`config.mk`:
```
export PLATFORM = sky130hd
export DESIGN_NAME = wdt_timer
export DESIGN_NICKNAME = d
export VERILOG_FILES = /design/src/rtl/wdt_pkg.sv /design/src/rtl/wdt_datapath.sv /design/src/rtl/wdt_ctrl.sv /design/src/rtl/wdt_timer.sv
export SDC_FILE = /design/constraint.sdc
export NUM_CORES = 1
export LEC_CHECK = 0
export ABC_AREA = 1
export ABC_CLOCK_PERIOD_IN_PS = 4700
export BUFFER_PORTS_ARGS = -buffer_cell sky130_fd_sc_hd__buf_2
export CAP_MARGIN = 5
export CORE_MARGIN = 8
export CORE_UTILIZATION = 65
export DETAILED_ROUTE_END_ITERATION = 8
export GPL_ROUTABILITY_DRIVEN = 0
export GPL_TIMING_DRIVEN = 0
export HOLD_SLACK_MARGIN = 0.15
export PLACE_DENSITY = 0.92
export SETUP_SLACK_MARGIN = 0.02
export SYNTH_ARGS = -nofsm -noshare
export SYNTH_HDL_FRONTEND = slang
export SYNTH_SLANG_ARGS = --single-unit
```
`constraint.sdc`:
```
create_clock -name clk -period 4.7 [get_ports clk]
set_input_delay 0.94 -clock clk [delete_from_list [all_inputs] [get_ports clk]]
set_output_delay 0.94 -clock clk [all_outputs]
set_load 0.03 [all_outputs]
```
`src/rtl/wdt_pkg.sv`:
```
package wdt_pkg;
  // Strobes from control to datapath
  typedef struct packed {
    logic clear;   // zero prescaler and millisecond count
    logic run;     // advance the count this cycle
  } wdtStrobe_t;
endpackage

```
`src/rtl/wdt_datapath.sv`:
```
module wdt_datapath
  import wdt_pkg::*;
#(
  parameter int CLKS_PER_MS = 200000,
  parameter int PERIOD_W    = 16
) (
  input  logic                clk,
  input  logic                rstN,
  input  wdtStrobe_t          strobe,
  input  logic [PERIOD_W-1:0] period,
  output logic                expire
);
  localparam int PRE_W = (CLKS_PER_MS > 1) ? $clog2(CLKS_PER_MS) : 1;
  localparam logic [PRE_W-1:0] PRE_LAST = PRE_W'(CLKS_PER_MS - 1);

  logic [PRE_W-1:0]    preCnt;
  logic [PERIOD_W-1:0] msCnt;
  logic                preWrap;
  logic                msLast;

  assign preWrap = (preCnt == PRE_LAST);
  assign msLast  = (msCnt == period - PERIOD_W'(1));
  assign expire  = preWrap && msLast;

  always_ff @(posedge clk or negedge rstN) begin
    if (!rstN) begin
      preCnt <= '0;
      msCnt  <= '0;
    end else if (strobe.clear) begin
      preCnt <= '0;
      msCnt  <= '0;
    end else if (strobe.run) begin
      if (preWrap) begin
        preCnt <= '0;
        msCnt  <= msLast ? '0 : msCnt + PERIOD_W'(1);
      end else begin
        preCnt <= preCnt + PRE_W'(1);
      end
    end
  end
endmodule

```
`src/rtl/wdt_ctrl.sv`:
```
module wdt_ctrl
  import wdt_pkg::*;
#(
  parameter int PERIOD_W     = 16,
  parameter int PULSE_CYCLES = 32
) (
  input  logic                clk,
  input  logic                rstN,
  input  logic [PERIOD_W-1:0] period,
  input  logic                swRestart,
  input  logic                hwRestart,
  input  logic                expire,
  output wdtStrobe_t          strobe,
  output logic                irqEvent,
  output logic                pinPulse
);
  localparam int STR_W = $clog2(PULSE_CYCLES + 1);
  localparam logic [STR_W-1:0] STR_LOAD = STR_W'(PULSE_CYCLES - 1);

  logic [PERIOD_W-1:0] periodQ;
  logic [STR_W-1:0]    stretchCnt;
  logic                periodChanged;
  logic                enabled;
  logic                fire;
  logic                cancel;

  assign periodChanged = (period != periodQ);
  assign enabled       = (period != '0);
  assign strobe.clear  = swRestart || hwRestart || periodChanged || !enabled;
  assign strobe.run    = !strobe.clear;
  assign fire          = expire && strobe.run;
  assign cancel        = periodChanged && !enabled;

  always_ff @(posedge clk or negedge rstN) begin
    if (!rstN) begin
      periodQ    <= '0;
      irqEvent   <= 1'b0;
      pinPulse   <= 1'b0;
      stretchCnt <= '0;
    end else begin
      periodQ  <= period;
      irqEvent <= fire;
      if (cancel) begin
        pinPulse   <= 1'b0;
        stretchCnt <= '0;
      end else if (fire) begin
        pinPulse   <= 1'b1;
        stretchCnt <= STR_LOAD;
      end else if (stretchCnt != '0) begin
        stretchCnt <= stretchCnt - STR_W'(1);
      end else begin
        pinPulse <= 1'b0;
      end
    end
  end
endmodule

```
`src/rtl/wdt_timer.sv`:
```
module wdt_timer
  import wdt_pkg::*;
#(
  parameter int CLKS_PER_MS  = 200000,
  parameter int PERIOD_W     = 16,
  parameter int PULSE_CYCLES = 32
) (
  input  logic                clk,
  input  logic                rstN,
  input  logic [PERIOD_W-1:0] period,
  input  logic                swRestart,
  input  logic                hwRestart,
  output logic                irqEvent,
  output logic                pinPulse
);
  wdtStrobe_t strobe;
  logic       expire;

  wdt_ctrl #(.PERIOD_W(PERIOD_W), .PULSE_CYCLES(PULSE_CYCLES)) ctrl_i (
    .clk(clk), .rstN(rstN), .period(period),
    .swRestart(swRestart), .hwRestart(hwRestart),
    .expire(expire), .strobe(strobe),
    .irqEvent(irqEvent), .pinPulse(pinPulse)
  );

  wdt_datapath #(.CLKS_PER_MS(CLKS_PER_MS), .PERIOD_W(PERIOD_W)) dp_i (
    .clk(clk), .rstN(rstN), .strobe(strobe),
    .period(period), .expire(expire)
  );
endmodule

```
==> metrics.yaml <==
power:
  cellLeakagePower_nw: 1.758
  ir_worst_vdd_mv: 0.2236
  p_per_area_nw_per_um2: 327.2
synth:
  ys_seq_area_frac: 0.4251
  synth-xor-area-share: 0.1026
  synth_adder_area_share: 0.01832
  synth_compound_area_frac: 0.03738
  synth_top_family_by_area: "simple AND/OR/NAND/NOR gates"
  netlist_instances: 455
  syn_area_sq_um: 3415
  synth_cell_types: 28
  yosys.area_share.simple: 0.3492
  synth_area_per_cell_sq_um: 7.504
  synthMuxAreaShare: 0
  syn_nets: 480
  yosys_warnings: 0
  ys_ff_latch: 58
sta:
  tightest_slew_ns: 0.7259
  hold_viol: 0
  fin_ws_ns: 1.994
  rsz0062_at_grt: "false"
  slew_violations: 0
  period_minus_slack_ns: 2.706
  setup_viol: 0
  skew_ns: 0.008685
  timing.fmax_ghz: 0.3696
  fin_tns_setup_ns: 0
  min_period_over_period: 0.5757
  slew_headroom: 0.5161
placement:
  io_buffers: 21
  hpwl_microns: 5379
  dp_slack_ns: 1.691
clock_network:
  postCtsSetupBuffers: 0
  cts.hold.buffers_added: 0
  cts-root-buf: "clkbuf_8"
  numCtsBuffers: 9
  cts_buffer_depth: 2
  clkSinkCount: 58
  clkTransAtPathRegs_ns: 0.07
  htree_levels: 3
  cts_tree: "built"
  clock_latency_ns: 0.34
  post_cts_resized: 0
setup_path:
  critPathArrivalTime_ns: 2.94
  criticalPathCategory: "in -> reg"
  end_kind: "register"
  worstPathRequired_ns: 4.93
  startpoint_type: "input pin"
  crit_fanout: 10
die:
  initial_core_util: 0.6728
  die_area_sq_um: 7829
  io_pins: 22
  rows: 26
  chipWidth_microns: 88.48
  core_area_sq_um: 5075
  dieHeight_microns: 88.48
layout:
  synthToLayoutAreaGrowth_pct: 11.76
  nets: 512
  drive_gt1_frac: 0.1039
  mostFrequentLayoutCell: "nand2_1"
  n_antenna_cell: 0
  layout_common_cells: "107 x nand2_1, 81 x nor2_1, 58 x dfrtp_1"
run_status:
  status: "finished, final reports clean"
global_routing:
  grt_first_pass_wirelength_microns: 13010
  grt_pass1_vias: 3004
  grt_use_total: 0.2143
  antenna_found_initial: 0
  grt_start_max_net_pins: 59
  grt-ovfl-total: 0
job:
  drv_cap: 0
drt:
  finalWirelength_microns: 7524
  remaining_drc_errors: 0
  routedWlPerCell_microns: 13.41
  firstDrtPassIters: 5
  via_per_inst: 5.412
  ant_nets: 0
  dr.first_iter.drc_count: 185
  vias: 3036
min_path:
  hold_class: "reg -> reg"
## cell families (layout without fill, tap and decap cells)
group	Yosys count	count (layout)
AOI/OAI and AO/OA	23	23
and+or+nand+nor	271	271
adders and majority gates	5	5
buffers and inverters	58	94
xor gates and xnor gates	40	40
DFF	58	58
## worst max-delay path, stage by stage
cell,delay (ns)
buf_2,0.13
inv_1,0.13
ha_1,0.23
nand2_1,0.12
nor2_2,0.22
buf_6,0.17
nand3_1,0.07
nand2_1,0.07
nand2_1,0.05
nor2_1,0.12
nand3_2,0.11
nor2_4,0.15
nand2_1,0.15
nand2_2,0.20
nor2_1,0.08
## sequential cells by signal, indices dropped and copies added (netlist names)
register           flops
dp_i.msCnt            16
ctrl_i.irqEvent        1
dp_i.preCnt           18
ctrl_i.periodQ        16
ctrl_i.pinPulse        1
ctrl_i.stretchCnt      6
## final timing paths
kind	startpoint	to	slack [ns]	cells after the start
setup / recovery	period[0]	dp_i.msCnt[5]	1.99	15
hold / removal	dp_i.preCnt[0]	dp_i.preCnt[0]	0.47	1
setup reg to reg	dp_i.preCnt[0]	dp_i.preCnt[16]	2.65	10
hold reg to reg	dp_i.preCnt[0]	dp_i.preCnt[0]	0.47	1
max in group asynchronous	rstN	ctrl_i.periodQ[12]	3.56	1
min in group asynchronous	rstN	dp_i.preCnt[15]	0.66	1
## layout make-up
class / instances / area [sq um]
buffer: 4 / 27.53
clock buffer: 9 / 123.9
clock inverter: 6 / 82.58
fill: 361 / 1259
inverter: 54 / 202.7
multi-input combinational: 339 / 1733
sequential: 58 / 1451
tap: 70 / 87.58
timing repair buffer: 21 / 107.6
## power breakdown
| part | internal [mW] | switching, mW |
|---|---|---|
| logic | 0.0814 | 0.113 |
| registers | 0.535 | 0.0275 |
| clock network | 0.292 | 0.200 |
| total | 0.908 | 0.340 |
## per-layer routing
layer,vias up,share of wire,wire length (microns),global-route usage
li1,1503,-,-,-
met5,-,0,0,0
met1,1422,0.42,3169,0.2376
met3,13,0.061,456,0.06964
met2,98,0.50,3764,0.3741
met4,0,0.018,133,0.07680
## cell usage after synthesis (all sizes together)
cell / instances / area share
inv: 54 / 0.059
xor2: 24 / 0.062
nor3: 16 / 0.023
xnor2: 16 / 0.041
nand4: 12 / 0.022
a21oi: 11 / 0.016
nor3b: 4 / 0.0088
buf: 3 / 0.0070
and3: 2 / 0.0037
nand2: 110 / 0.12
clkbuf: 1 / 0.0011
dfrtp: 58 / 0.43
nor2: 87 / 0.11
ha: 5 / 0.018
o21a: 1 / 0.0022
a221oi: 1 / 0.0026
nand3b: 3 / 0.0066
nand3: 37 / 0.056
a31oi: 2 / 0.0037
o21ai: 8 / 0.013
## stage by stage
stage          power, mW  cell area, sq um  hold slack [ns]  cells  utilization
5_1_grt            1.323              3816           0.4920    561       0.7520
3_5_place_dp      0.7559              3607           0.4534    546       0.7108
2_1_floorplan     0.7011              3415           0.4251    455            -
3_3_place_gp      0.7462              3607           0.4396    546       0.7108
4_1_cts            1.258              3814           0.4703    561       0.7515
6_report           1.248              3816           0.4650    561       0.7520
Power figures use the tool's default switching activity.
